===== src/rtl/jsm_pkg.sv =====
package jsm_pkg;

    typedef enum logic [1:0] {
        OP_RESET = 2'd0,
        OP_IR    = 2'd1,
        OP_DR    = 2'd2,
        OP_NONE  = 2'd3
    } op_e;

    typedef enum logic [2:0] {
        PH_IDLE  = 3'd0,
        PH_RHI   = 3'd1,
        PH_RLO   = 3'd2,
        PH_PRE   = 3'd3,
        PH_SHIFT = 3'd4,
        PH_POST  = 3'd5
    } phase_e;

    localparam int RESET_CLOCKS = 10;

endpackage


===== src/rtl/jsm_half_timer.sv =====
module jsm_half_timer #(
    parameter int DIV_W = 8
) (
    input  logic             clk,
    input  logic             rst_n,
    input  logic             load_i,
    input  logic [DIV_W-1:0] half_i,
    output logic             zero_o
);
    logic [DIV_W-1:0] cnt_d, cnt_q;

    always_comb begin
        cnt_d = cnt_q;
        if (load_i)
            cnt_d = half_i;
        else if (cnt_q != '0)
            cnt_d = cnt_q - DIV_W'(1);
    end

    always_ff @(posedge clk or negedge rst_n) begin
        if (!rst_n) cnt_q <= '0;
        else        cnt_q <= cnt_d;
    end

    assign zero_o = (cnt_q == '0);
endmodule


===== src/rtl/jsm_walk.sv =====
module jsm_walk
    import jsm_pkg::*;
#(
    parameter int MAX_BITS = 128,
    parameter int IDX_W    = 8
) (
    input  phase_e              phase_i,
    input  logic [IDX_W-1:0]    idx_i,
    input  logic                ir_i,
    input  logic [IDX_W-1:0]    nbits_i,
    input  logic [MAX_BITS-1:0] din_i,
    output logic                tms_o,
    output logic                tdi_o
);
    localparam int SEL_W = $clog2(MAX_BITS);

    always_comb begin
        tms_o = 1'b0;
        tdi_o = 1'b0;
        case (phase_i)
            PH_RHI:   tms_o = 1'b1;
            PH_RLO:   tms_o = 1'b0;
            PH_PRE:   tms_o = ir_i ? (idx_i < IDX_W'(2)) : (idx_i == '0);
            PH_SHIFT: begin
                tdi_o = din_i[idx_i[SEL_W-1:0]];
                tms_o = (idx_i == nbits_i - IDX_W'(1));
            end
            PH_POST:  tms_o = (idx_i == '0);
            default:  tms_o = 1'b1;
        endcase
    end
endmodule


===== src/rtl/jtag_scan_master.sv =====
module jtag_scan_master
    import jsm_pkg::*;
#(
    parameter int MAX_BITS = 128,
    parameter int DIV_W    = 8,
    localparam int CNT_W   = $clog2(MAX_BITS + 1)
) (
    input  logic                clk,
    input  logic                rst_n,
    input  logic                start_i,
    input  logic [1:0]          op_i,
    input  logic [CNT_W-1:0]    nbits_i,
    input  logic [MAX_BITS-1:0] din_i,
    input  logic [DIV_W-1:0]    half_i,
    input  logic                tdo_i,
    output logic                tck_o,
    output logic                tms_o,
    output logic                tdi_o,
    output logic                busy_o,
    output logic                done_o,
    output logic [MAX_BITS-1:0] dout_o
);
    localparam int IDX_W = (CNT_W > 4) ? CNT_W : 4;
    localparam int SEL_W = $clog2(MAX_BITS);

    typedef struct packed {
        logic                busy;
        logic                done;
        logic                tck;
        logic                tms;
        logic                tdi;
        logic                ir;
        phase_e              phase;
        logic [IDX_W-1:0]    idx;
        logic [IDX_W-1:0]    nbits;
        logic [MAX_BITS-1:0] din;
        logic [MAX_BITS-1:0] cap;
    } state_t;

    state_t           s_d, s_q;
    logic             go, cur_last, tmr_load, tmr_zero;
    logic             nx_ir, nx_tms, nx_tdi;
    phase_e           nx_ph;
    logic [IDX_W-1:0] nx_idx;

    // command filter
    always_comb begin
        go = 1'b0;
        if (start_i && !s_q.busy) begin
            if (op_e'(op_i) == OP_RESET)
                go = 1'b1;
            else if (op_e'(op_i) == OP_IR || op_e'(op_i) == OP_DR)
                go = (nbits_i != '0) && (nbits_i <= CNT_W'(MAX_BITS));
        end
    end

    // end of the current phase
    always_comb begin
        case (s_q.phase)
            PH_RHI, PH_RLO: cur_last = (s_q.idx == IDX_W'(RESET_CLOCKS - 1));
            PH_PRE:         cur_last = (s_q.idx == (s_q.ir ? IDX_W'(3) : IDX_W'(2)));
            PH_SHIFT:       cur_last = (s_q.idx == s_q.nbits - IDX_W'(1));
            PH_POST:        cur_last = (s_q.idx == IDX_W'(1));
            default:        cur_last = 1'b1;
        endcase
    end

    // position of the next TCK period
    always_comb begin
        nx_ir  = s_q.ir;
        nx_idx = '0;
        nx_ph  = s_q.phase;
        if (!s_q.busy) begin
            nx_ir = (op_e'(op_i) == OP_IR);
            nx_ph = (op_e'(op_i) == OP_RESET) ? PH_RHI : PH_PRE;
        end else if (cur_last) begin
            case (s_q.phase)
                PH_RHI:   nx_ph = PH_RLO;
                PH_PRE:   nx_ph = PH_SHIFT;
                PH_SHIFT: nx_ph = PH_POST;
                default:  nx_ph = PH_IDLE;
            endcase
        end else begin
            nx_idx = s_q.idx + IDX_W'(1);
        end
    end

    jsm_walk #(.MAX_BITS(MAX_BITS), .IDX_W(IDX_W)) u_walk (
        .phase_i (nx_ph),
        .idx_i   (nx_idx),
        .ir_i    (nx_ir),
        .nbits_i (s_q.nbits),
        .din_i   (s_q.din),
        .tms_o   (nx_tms),
        .tdi_o   (nx_tdi)
    );

    jsm_half_timer #(.DIV_W(DIV_W)) u_timer (
        .clk    (clk),
        .rst_n  (rst_n),
        .load_i (tmr_load),
        .half_i (half_i),
        .zero_o (tmr_zero)
    );

    always_comb begin
        s_d      = s_q;
        s_d.done = 1'b0;
        tmr_load = 1'b0;
        if (go) begin
            tmr_load  = 1'b1;
            s_d.busy  = 1'b1;
            s_d.ir    = nx_ir;
            s_d.nbits = IDX_W'(nbits_i);
            s_d.din   = din_i;
            s_d.phase = nx_ph;
            s_d.idx   = nx_idx;
            s_d.tck   = 1'b0;
            s_d.tms   = nx_tms;
            s_d.tdi   = nx_tdi;
        end else if (s_q.busy && tmr_zero) begin
            tmr_load = 1'b1;
            if (!s_q.tck) begin
                s_d.tck = 1'b1;
                if (s_q.phase == PH_SHIFT)
                    s_d.cap[s_q.idx[SEL_W-1:0]] = tdo_i;
            end else if (nx_ph == PH_IDLE) begin
                s_d.busy  = 1'b0;
                s_d.done  = 1'b1;
                s_d.phase = PH_IDLE;
                s_d.idx   = '0;
                s_d.tms   = 1'b1;
                s_d.tdi   = 1'b0;
            end else begin
                s_d.phase = nx_ph;
                s_d.idx   = nx_idx;
                s_d.tck   = 1'b0;
                s_d.tms   = nx_tms;
                s_d.tdi   = nx_tdi;
            end
        end
    end

    always_ff @(posedge clk or negedge rst_n) begin
        if (!rst_n) begin
            s_q       <= '0;
            s_q.phase <= PH_IDLE;
            s_q.tck   <= 1'b1;
            s_q.tms   <= 1'b1;
        end else begin
            s_q <= s_d;
        end
    end

    assign tck_o  = s_q.tck;
    assign tms_o  = s_q.tms;
    assign tdi_o  = s_q.tdi;
    assign busy_o = s_q.busy;
    assign done_o = s_q.done;
    assign dout_o = s_q.cap;
endmodule


===== config.mk =====
export PLATFORM = sky130hd
export DESIGN_NAME = jtag_scan_master
export DESIGN_NICKNAME = d
export VERILOG_FILES = /design/src/rtl/jsm_pkg.sv /design/src/rtl/jsm_half_timer.sv /design/src/rtl/jsm_walk.sv /design/src/rtl/jtag_scan_master.sv
export SDC_FILE = /design/constraint.sdc
export NUM_CORES = 1
export LEC_CHECK = 0
export ABC_AREA = 1
export BUFFER_PORTS_ARGS = -buffer_cell sky130_fd_sc_hd__buf_4
export CAP_MARGIN = 15
export CORE_UTILIZATION = 45
export CTS_BUF_LIST = sky130_fd_sc_hd__clkbuf_8
export DETAILED_ROUTE_END_ITERATION = 8
export PLACE_DENSITY = 0.65
export SYNTH_ARGS = -nofsm -noshare
export SYNTH_HDL_FRONTEND = slang
export SYNTH_SLANG_ARGS = --single-unit

===== constraint.sdc =====
create_clock -name clk -period 6.3 [get_ports clk]
set_clock_uncertainty 0.15 [all_clocks]
set_input_delay 0.63 -clock clk [delete_from_list [all_inputs] [get_ports clk]]
set_output_delay 0.63 -clock clk [all_outputs]
set_load 0.02 [all_outputs]

# Word level (Yosys, flattened, before mapping)
# Cells that the tools add are included.
dict set report word_totals {
  ff_bits 289
  latchBits 0
  mem_bits_rw 0
  mem_bits_ro 0
  in_bits 150
  output_inout_bits 133
  wordCells 96
  n_memories 0
}
dict set report op_classes {
  addsub 3
  n_mul 0
  div 0
  magnitude_cmp 5
  n_eq_ne 16
  shift 0
  n_mux 38
  bitwise 2
  n_reduce_logical 20
}
# cell n
set op_table {}
lappend op_table {{128-bit bitwise mux} 1}
lappend op_table {{11-bit two-way mux} 4}
lappend op_table {{8-bit two-way mux} 4}
lappend op_table {{8-bit == test} 2}
lappend op_table {{8-bit logical NOT} 2}
lappend op_table {{7-bit by 8-bit < comparator with 1-bit output (second input constant)} 2}
lappend op_table {{8-bit nonzero test} 2}
lappend op_table {{8-bit by 1-bit subtractor with 8-bit output (second input constant)} 2}
lappend op_table {{1-bit two-way mux} 15}
lappend op_table {{3-bit by 2-bit == test with 1-bit output (second input constant)} 4}
lappend op_table {{3-bit == test (second input constant)} 4}
lappend op_table {{2-bit two-way mux} 5}
lappend op_table {{3-bit two-way mux} 3}
lappend op_table {{3-bit case mux with 3 select lines} 1}
lappend op_table {{8-bit by 1-bit adder with 8-bit output (second input constant)} 1}
lappend op_table {{8-bit by 1-bit == test with 1-bit output (second input constant)} 1}
lappend op_table {{8-bit by 2-bit == test with 1-bit output} 1}
lappend op_table {{8-bit by 4-bit == test with 1-bit output (second input constant)} 1}
lappend op_table {{8-bit less-or-equal comparator (second input constant)} 1}
lappend op_table {{8-bit by 2-bit < comparator with 1-bit output (second input constant)} 1}
lappend op_table {{1-bit case mux with 4 select lines} 2}
lappend op_table {{2-bit nonzero test} 4}
lappend op_table {{1-bit binary-select mux with 7-bit select} 1}
lappend op_table {{1-bit demux with 7-bit select} 1}
lappend op_table {{15 further kinds} 19}

# Depth between registers and ports, before layout
# Gate-level depths: netlist of run 1.
dict set report depth {
  depth_word 12
  depth_mapped 25
  depth_no_buf 24
}

# Modules after synthesis
# Synthesis of run 1 repeated with hierarchy kept, for this count alone.
dict set report unflattened {
  cells_unflattened 1980
  hier_area_um2 15861.5
}
# module n_inst cells_each area_each_um2 seq_area_each_um2
set by_module_without_submodules {}
lappend by_module_without_submodules {jtag_scan_master 1 1518 13561.8 7034.2}
lappend by_module_without_submodules {jsm_walk 1 391 1786.7 0.0}
lappend by_module_without_submodules {jsm_half_timer 1 71 513.0 200.2}

# Least setup slack after synthesis of run 1
# Ideal clock, no wire load.
dict set report synth_path {
  path_type {input -> register}
  from {input nbits_i[1]}
  to {register s_q (netlist bit dout_o[100])}
  setup_ps 141
  arrival_time_ps 2459
  required_ps 6009
  path_slack_ps 3550
  path_stages 10
  path_buffers 2
  cell_sequence {nor4_1 > nand4_1 > xor2_1 > a21o_1 > nand3_1 > buf_2 > nand4_4 > nor4_4 > buf_2 > a31oi_1}
}
dict set report synth_via {
  elab_chain_len 7
  elab_cells_between_ends 8
  classes_between {order compare: 1; mux: 3; bitwise: 1; reduce/logical: 3}
}
# item line_no
set synth_rtl {}
lappend synth_rtl {{start: declaration} jtag_scan_master.sv:12} ;# input logic [CNT_W-1:0] nbits_i,
lappend synth_rtl {{8-bit less-or-equal comparator / 8-bit nonzero test (equally long branches)} jtag_scan_master.sv:53} ;# go = (nbits_i != '0) && (nbits_i <= CNT_W'(MAX_BITS));
lappend synth_rtl {{1-bit logical AND *} jtag_scan_master.sv:53}
lappend synth_rtl {{1-bit two-way mux *} jtag_scan_master.sv:52} ;# else if (op_e'(op_i) == OP_IR || op_e'(op_i) == OP_DR)
lappend synth_rtl {{1-bit two-way mux *} jtag_scan_master.sv:50} ;# if (op_e'(op_i) == OP_RESET)
lappend synth_rtl {{1-bit two-way mux *} jtag_scan_master.sv:49} ;# if (start_i && !s_q.busy) begin
lappend synth_rtl {{1-bit NOT (no source line) *} --}
lappend synth_rtl {{4-bit AND reduction (no source line) *} --}
lappend synth_rtl {{end: declaration} jtag_scan_master.sv:40} ;# state_t s_d, s_q;
# Mark *: on every way between the ends. The rest lies on a longest branch, timed or not.
# A chain may end at the register's enable or synchronous reset.

# Worst setup path in the final report of run 1
dict set report layout_path {
  from {register s_q[264] (netlist bit)}
  to {register s_q (netlist bit tdi_o)}
}
dict set report layout_via {
  elab_chain_len 11
  elab_cells_between_ends 19
  classes_between {add/sub: 1; eq/ne: 5; mux: 12; reduce/logical: 1}
}
# item line_no
set layout_rtl {}
lappend layout_rtl {{branches (longest 10 deep; another with 8-bit by 1-bit adder with 8-bit output)} --}
lappend layout_rtl {{3-bit two-way mux *} jtag_scan_master.sv:110} ;# if (go) begin
# Mark *: on every way between the ends. The select of a mux whose other input is x is not followed.

==> flow_summary.yaml, run 1 <==
outcome:
  outcome: "completed"
floorplan:
  io_pins: 283
  die_w_um: 184
  die-area_mm2: 0.0340
  die_height_um: 184
  start_util_pct: 45.9
  rows: 66
  fp.coreArea_mm2: 0.0326
logic_synthesis:
  synth_top_area_cell: "dfrtp_1"
  synth-async-reset-ratio_pct: 100
  seq_area_frac_synth_pct: 48.3
  syn-num-nets: 1956
  synth-seq-cells: 289
  synth_area_mm2: 0.0150
  yosys.cell_types.count: 41
  synth_edf_count: 0
  netlist_instances: 1801
  yosysWarningCount: 0
  netlist.area_leader.share_pct: 48.0
  ys_top_cells_by_area: "dfrtp_1, nand2_1, buf_4, a31oi_1, a21oi_1"
  ys.flop_type: "dfrtp_1"
  avgSynthCellArea_um2: 8.31
timing:
  worst_slew_margin_rel_pct: 27.2
  fmax_ghz: 0.235
  period_needed_ps: 4260
  slew_violations: 0
  fin_setup_tns_ps: 0
  worst_pin_slew_ps: 1090
  fin_crit_sh_pct: 67.6
  rsz0062_at_grt: "false"
  finalHoldViolations: 0
  setup_viol: 0
  setup_ws_ps: 2040
setup_path:
  worstReg2RegEnd: "tdi_o"
  ff2ff_path_depth: 17
  cp_data_arrival_time_ps: 4590
  path_max_fanout: 80
  endpoint_kind: "flop"
  crit_start: "s_q[264]"
  crit_path_start_kind: "flop"
  worstSetupPathType: "flop to flop"
  r2r-start: "s_q[264]"
  required_ps: 6630
  reg2reg_slack_ps: 2040
  cp-endpoint: "tdi_o"
job:
  cap_violations: 0
cts:
  cts_inserted_buffers: 48
  clock_path_buffers: 3
  worst_skew_pair.late_latency_ps: 580
  clk_pin_slew_ps: 70
  clockRootBuffer: "clkbuf_8"
  cts.sinks: 289
  cts_max_level: 2
  cts_tree: "done"
  cts_setup_buffers: 0
layout:
  fin_nets: 2058
  drive_gt1_share_pct: 21.5
  diodes: 0
  fillers: 3155
  synthToLayoutAreaGrowth_pct: 14.7
pwr:
  powerDensity_mw_per_mm2: 393
  total_power_mw: 6.75
  peakVddDrop_mv: 0.233
  p_leak_nw: 8.65
global_route:
  grt_max_degree: 118
  antenna_found_initial: 0
  grt_usage_pct: 23.7
  grt_pass1_wl_um: 63700
  globalRoute.totalOverflow: 0
  grt_pass1_vias: 12000
placed_design:
  gp_congestion: 0.856
  place_ws_ps: 2120
  place_hpwl_um: 26600
  port_buffers: 282
route:
  vias: 12500
  drc: 0
  firstDrtPassIters: 8
  ant_nets: 0
  dr.first_iter.drc_count: 1037
  totalWireLength_um: 39900
  vias_per_cell: 5.26
  post_drt_wl_per_cell_um: 16.8
hold_path:
  hold_class: "input pin to flop"
==> through the flow <==
stage          area [um^2]  hold WS (ps)  utilization (%)  cells
2_1_floorplan        15000           184                -   1801
3_3_place_gp         16200           314             49.6   2292
3_5_place_dp         16200           317             49.6   2292
4_1_cts              17200          61.6             52.6   2374
5_1_grt              17200          63.1             52.6   2376
6_report             17200          88.1             52.6   2376
==> Yosys cell counts (all sizes together) (2+ instances only) <==
master and n:
nand4 55, nand3 107, buf 184, clkinv 3, a31oi 128, dfstp 2, nor2 67, inv 120
xnor2 5, xor2 11, o21ai 102, o21bai 2, nor3 8, o211ai 7, ha 5, a21oi 133
dfrtp 287, nor4 7, nand2 497, or3 2, clkbuf 65
==> routing by layer <==
layer  vias up  GRT usage (%)  routed length (um)
li1       6082              -                   -
met1      5904           32.6               17800
met2       451           37.7               18300
met3        70           4.17                2760
met4         0           7.77                1080
met5         -              0                   0
==> cell usage in the layout, fill, tap and decap left out, types with 5 or more instances in the layout <==
master      n
clkbuf_8   61
a31oi_1   128
nor4_4      6
dfrtp_1   287
ha_1        5
o21ai_0    98
inv_1     124
nand3_2     5
nand2_1   494
buf_4     299
xor2_1     11
nand4_1    53
o211ai_1    7
nor2_1     54
a21oi_1   133
xnor2_1     5
nor3_1      6
nand3_1    99
inv_2       7
nor2_4      8
nor2_2      5
==> critical path, cell delays in order, from the launching register on <==
cell,delay [ps]
dfrtp_1,750
inv_1,330
nand2_1,170
nand3_1,140
nor2_4,150
nand3_4,550
nand3_4,870
nand2_1,190
o211ai_1,160
nand3_1,110
nand2_1,90
nand3_1,90
nand2_1,70
nand2_1,50
nand2_1,80
nand2_1,40
nand3_1,60
nand2_1,50
==> power breakdown <==
group	switching (mW)	internal, mW	total [mW]
registers	0.276	2.31	2.59
clock network	0.755	0.908	1.66
logic	1.65	0.849	2.50
==> how the worst min path moves through the flow <==
stage                    from  endpoint  slack [ps]  cells after the start
floorplan               rst_n    busy_o         180                      0
global placement     s_q[163]  s_q[163]         310                      2
detailed placement   s_q[133]  s_q[133]         320                      2
CTS                 din_i[11]  s_q[139]          60                      3
global route        din_i[11]  s_q[139]          60                      3
finish              din_i[11]  s_q[139]          90                      3
==> layout make-up <==
| type | instances | area (um^2) | share of cell area, % |
|---|---|---|---|
| Tap cell | 442 | 553 | 3.22 |
| Multi-Input combinational cell | 1140 | 5680 | 33.1 |
| Clock buffer | 61 | 840 | 4.89 |
| Inverter | 123 | 465 | 2.71 |
| Clock inverter | 20 | 124 | 0.722 |
| Timing Repair Buffer | 301 | 2270 | 13.2 |
| Sequential cell | 289 | 7230 | 42.1 |
==> registers in the layout (all words and copies together) (netlist names) <==
| signal | flops |
|---|---|
| tdi_o | 1 |
| done_o | 1 |
| u_timer.cnt_q | 8 |
| busy_o | 1 |
| dout_o | 128 |
| s_q | 148 |
| tms_o | 1 |
| tck_o | 1 |
==> what timing repair did <==
item	in CTS	in global routing
setup endpoints to repair	0	0
gates resized for setup	0	0
endpoints found under the hold margin	74	0
hold buffers	1	0
==> logic make-up (layout without fill, tap and decap cells) <==
logic type	count (synthesis)	count (layout)	synth area share (%)
XOR/XNOR	16	16	0.936
AO/OA/AOI/OAI	375	375	14.0
flip-flops	289	289	48.3
adder cells (fa/ha/maj)	5	5	0.418
AND/OR/NAND/NOR	744	744	22.5
buffers and inverters	372	505	13.8
(Power assumes the default switching activity.)
==> run 2, diff against run 1 <==
- PLACE_DENSITY: 0.65 -> 0.68
- clock period: 6.3 -> 3.8 ns (I/O delays scaled with it)
==> flow_summary.yaml, run 2 (synthesis gave the netlist of run 1 again) <==
layout:
  fin_cells: 2546
  synthToLayoutAreaGrowth_pct: 26.0
  largest_reg_flops: 148
  mostFrequentLayoutCell: "nand2_1"
  final_cell_mix: "nand2_1, buf_4, dfrtp_1"
  drive_gt1_share_pct: 20.8
  stdcell_area_mm2: 0.0189
  fin_nets: 2223
  largest-register: "s_q"
  final_util_pct: 57.8
  diodes: 0
cts:
  cts_max_level: 2
  worst_skew_pair.late_latency_ps: 590
  cts.sinks: 289
  clockRootBuffer: "clkbuf_8"
  cts_tree: "done"
  cts-resized-gates: 0
  clock_path_buffers: 3
  cts_inserted_buffers: 49
  clk_pin_slew_ps: 60
  ctsHoldBuffers: 146
  cts_setup_buffers: 0
global_route:
  grtUsageMet1_pct: 34.5
  grt_max_degree: 130
  antenna_found_initial: 0
  globalRoute.totalOverflow: 0
  grt_pass1_vias: 13200
  grt_usage_pct: 25.8
  grtUsageMet2_pct: 41.0
  grt_pass1_wl_um: 69500
  grt-busiest-layer: "met2"
  grtUsageMet3_pct: 4.88
pwr:
  swShare_pct: 39.8
  power_switching_mw: 4.66
  powerDensity_mw_per_mm2: 621
  p_comb_share_pct: 39.1
  power.internal_mw: 7.05
  total_power_mw: 11.7
  seq_power_share_pct: 36.3
  peakVddDrop_mv: 0.361
  pwr-share-clk_pct: 24.6
  p_leak_nw: 9.40
placed_design:
  place_hpwl_um: 27800
  placed_area_mm2: 0.0164
  port_buffers: 282
  gp_congestion: 0.896
  place_ws_ps: 360
  dp.cells: 2311
floorplan:
  fp.coreArea_mm2: 0.0326
  die_height_um: 184
  rows: 66
  io_pins: 283
  die_w_um: 184
  start_util_pct: 45.9
  die-area_mm2: 0.0340
timing:
  rsz0062_at_grt: "false"
  finalHoldViolations: 0
  period_needed_ps: 3420
  worst_pin_slew_ps: 1130
  fmax_ghz: 0.293
  worst_slew_margin_rel_pct: 24.5
  setup_viol: 0
  fin_crit_sh_pct: 90.0
  fin_setup_tns_ps: 0
  whs_ps: 133
  slew_violations: 0
  setup_ws_ps: 382
setup_path:
  worstSetupPathType: "flop to flop"
  endpoint_kind: "flop"
  cp_data_arrival_time_ps: 3750
  crit_path_start_kind: "flop"
  required_ps: 4130
  path_max_fanout: 24
  ff2ff_path_depth: 23
route:
  vias: 13500
  drc: 0
  firstDrtPassIters: 5
  vias_per_cell: 5.31
  dr.first_iter.drc_count: 1325
  post_drt_wl_per_cell_um: 17.1
  ant_nets: 0
  totalWireLength_um: 43500
hold_path:
  min_path_cells: 4
  hold_class: "input pin to flop"
outcome:
  outcome: "completed"
job:
  cap_violations: 0
## run 2: worst paths after layout
kind                               start           to  slack, ps
worst min-delay path             op_i[0]     s_q[275]        130
worst max register to register  s_q[256]        tdi_o        380
worst min register to register  s_q[209]     s_q[209]        330
worst max-delay path            s_q[256]        tdi_o        380
min in group asynchronous          rst_n  dout_o[118]        310
max in group asynchronous          rst_n        tck_o       2130
## run 2: worst max-delay path, cell delays in order (launching register included)
cell and delay, ps:
dfrtp_1 370, inv_2 120, ha_1 240, xor2_1 320, nand2_1 90, nand2_1 70, nand2_1 60, nand3_2 90
nor2_4 40, nand3_4 110, buf_4 330, nand3_4 150, nor2_4 300, inv_2 200, nand2_1 120, nor2_1 40
nand2_1 50, nand3_1 80, nand2_1 70, nand2_1 60, nand2_1 100, nand2_1 50, nand3_1 80, nand2_1 50
## run 2: area by class of cell
class	count	area, um^2
multi-input cells	1140	5680
repair buffers	465	3900
flip-flops and latches	289	7230
inverters	123	465
clock inverters	25	169
well taps	442	553
fillers	2862	13800
clock buffers	62	853
## run 2: power groups by stage
| stage | combinational (mW) | sequential [mW] | clock (mW) |
|---|---|---|---|
| after global placement | 4.39 | 4.25 | 0 |
| after CTS | 4.56 | 4.23 | 2.93 |
| after detailed placement | 4.41 | 4.28 | 0 |
| after global routing | 5.15 | 4.32 | 3.07 |
| after floorplan | 3.26 | 4.17 | 0 |
| final | 4.59 | 4.25 | 2.88 |
## run 2: per-layer routing
metal | vias up | wire length [um]
met2 | 546 | 20400
met3 | 116 | 3120
met5 | - | 0
li1 | 6425 | -
met4 | 0 | 1600
met1 | 6441 | 18400
==> run 3, diff against run 2 <==
- ABC_AREA: 1 -> 0
==> flow_summary.yaml, run 3 <==
outcome:
  outcome: "completed"
pwr:
  total_power_mw: 8.60
  powerDensity_mw_per_mm2: 443
  peakVddDrop_mv: 0.311
  p_leak_nw: 8.93
logic_synthesis:
  synth-seq-cells: 289
  avgSynthCellArea_um2: 10.6
  netlist_instances: 1406
  synth_area_mm2: 0.0149
  netlist_top_cells_count: "dfrtp_1, nand2_1, mux2_2, buf_4, nor2_1"
  synth_most_common_cell: "dfrtp_1"
  seq_area_frac_synth_pct: 48.6
  synth-async-reset-ratio_pct: 100
  yosysWarningCount: 0
  syn-num-nets: 1561
  synth_top_area_cell: "dfrtp_1"
  netlist.area_leader.share_pct: 48.3
  yosys.cell_types.count: 76
  ys_top_cells_by_area: "dfrtp_1, mux2_2, buf_4, nand2_1, nor2_1"
  synth_edf_count: 0
  ys.flop_type: "dfrtp_1"
timing:
  setup_viol: 0
  rsz0062_at_grt: "false"
  fin_crit_sh_pct: 96.4
  fin_setup_tns_ps: 0
  worst_pin_slew_ps: 1170
  fmax_ghz: 0.273
  slew_violations: 0
  worst_slew_margin_rel_pct: 21.4
  period_needed_ps: 3660
  finalHoldViolations: 0
route:
  totalWireLength_um: 41300
  post_drt_wl_per_cell_um: 18.6
  firstDrtPassIters: 5
  vias: 11600
  ant_nets: 0
  dr.first_iter.drc_count: 647
  vias_per_cell: 5.22
  drc: 0
floorplan:
  fp.coreArea_mm2: 0.0325
  die_w_um: 184
  rows: 66
  start_util_pct: 45.7
  die-area_mm2: 0.0338
  io_pins: 283
  die_height_um: 184
cts:
  clockRootBuffer: "clkbuf_8"
  clk_pin_slew_ps: 60
  worst_skew_pair.late_latency_ps: 560
  clock_path_buffers: 3
  cts.sinks: 289
  cts_max_level: 2
  cts_tree: "done"
  cts_inserted_buffers: 49
layout:
  mostFrequentLayoutCell: "buf_4"
  fin_nets: 1902
  final_cell_mix: "buf_4, dfrtp_1, nand2_1"
  drive_gt1_share_pct: 39.1
  fillers: 2700
  final_util_pct: 59.6
  largest-register: "s_q"
  largest_reg_flops: 148
  synthToLayoutAreaGrowth_pct: 30.4
  stdcell_area_mm2: 0.0194
placed_design:
  place_hpwl_um: 27700
  gp_congestion: 0.908
  placed_area_mm2: 0.0169
  port_buffers: 282
global_route:
  grt_pass1_vias: 12100
  grt_max_degree: 129
  grt_usage_pct: 24.9
  grt_pass1_wl_um: 65800
  antenna_found_initial: 1
  globalRoute.totalOverflow: 0
setup_path:
  ff2ff_path_depth: 12
  cp_num_buf_inv: 1
  max_stage_delay_ps: 560
  worst-path-stages: 12
  crit_path_start_kind: "flop"
  required_ps: 4120
  cp_slowest_cell: "or4_4"
  crit_chain: "or4_4, or4_1, and3_4, a2111oi_4, and3_4, buf_6, nor2_2, o21ai_1, or4b_1, nor4_2, a21oi_1, o31ai_1"
  cp_data_arrival_time_ps: 3980
  worstSetupPathType: "flop to flop"
  reg2reg_slack_ps: 140
  r2r-start: "s_q[257]"
  path_common_cell: "and3_4"
  endpoint_kind: "flop"
  path_max_fanout: 11
  crit_family: "simple AND/OR/NAND/NOR gates"
  worstReg2RegEnd: "tms_o"
hold_path:
  hold_end: "s_q[275]"
  min_from: "op_i[0]"
  hold_class: "input pin to flop"
  min_path_cells: 3
job:
  cap_violations: 0
[run 3: cell count changes after synthesis, moves of 11 or more]
| cell | change |
|---|---|
| a21oi_1 | -107 |
| o21ai_0 | -73 |
| nand3_1 | -77 |
| nor2_1 | +58 |
| inv_1 | -100 |
| nor3_1 | +17 |
| a31oi_1 | -126 |
| mux2i_1 | +21 |
| nand2_1 | -249 |
| nand4_1 | -48 |
| buf_6 | -14 |
| a211oi_1 | +11 |
| mux2_2 | +222 |
| buf_2 | -21 |
[run 3: kinds of logic after synthesis]
| logic type | Yosys count | synth area share, % |
|---|---|---|
| adder cells (fa/ha/maj) | 5 | 0.420 |
| AO/OA/AOI/OAI | 132 | 6.60 |
| XOR/XNOR | 26 | 1.53 |
| AND/OR/NAND/NOR | 478 | 14.1 |
| multiplexers | 253 | 19.7 |
| flip-flops | 289 | 48.6 |
| buffers and inverters | 223 | 9.06 |
[run 3: report_power, final]
part | total [mW] | switching, mW | internal (mW)
clock network | 2.68 | 1.23 | 1.45
logic | 2.05 | 0.999 | 1.05
registers | 3.87 | 0.315 | 3.55
[run 3: worst min-delay path: cells and delay by family]
family | cells | cell delay, ps
mux | 1 | 140
buf+inv | 1 | 90
fa+ha+maj | 1 | 150
[run 3: routing by layer]
layer | wire length [um] | global-route usage [%]
met3 | 2090 | 3.76
met1 | 18000 | 32.0
met4 | 1290 | 8.80
met5 | 0 | 0
met2 | 20000 | 42.5
[run 3: layout make-up]
type                            count  area, um^2  area share, %
Clock inverter                     21        90.1          0.464
Timing Repair Buffer              499        4220           21.8
Antenna cell                        1        2.50         0.0129
Tap cell                          442         553           2.85
Sequential cell                   289        7240           37.3
Clock buffer                       62         853           4.40
Inverter                           14        52.6          0.271
Multi-Input combinational cell    894        6390           33.0
[run 3: repair_timing]
item | CTS | global route
pin swaps | 0 | 2
hold buffers | 145 | 0
endpoints found under the hold margin | 232 | 0
gates resized for setup | 4 | 18
gates cloned | 0 | 0
setup buffers | 0 | 5
endpoints found under the setup margin | 2 | 12
[run 3: worst max path at each step]
| stage | slack (ps) | from | end |
|---|---|---|---|
| after floorplan | 280 | s_q[257] | tms_o |
| after global placement | -140 | s_q[257] | tdi_o |
| after detailed placement | -170 | s_q[257] | tdi_o |
| after CTS | 4 | s_q[257] | tms_o |
| after global routing | 20 | s_q[257] | tms_o |
| final | 140 | s_q[257] | tms_o |
[run 3: stage by stage]
step / hold slack [ps] / setup slack (ps) / instances
2_1_floorplan: -65.6 / 279 / 1406
3_3_place_gp: 307 / -136 / 1988
3_5_place_dp: 309 / -171 / 1988
4_1_cts: 62.8 / 3.73 / 2216
5_1_grt: 87.6 / 18.4 / 2222
6_report: 95.3 / 136 / 2222
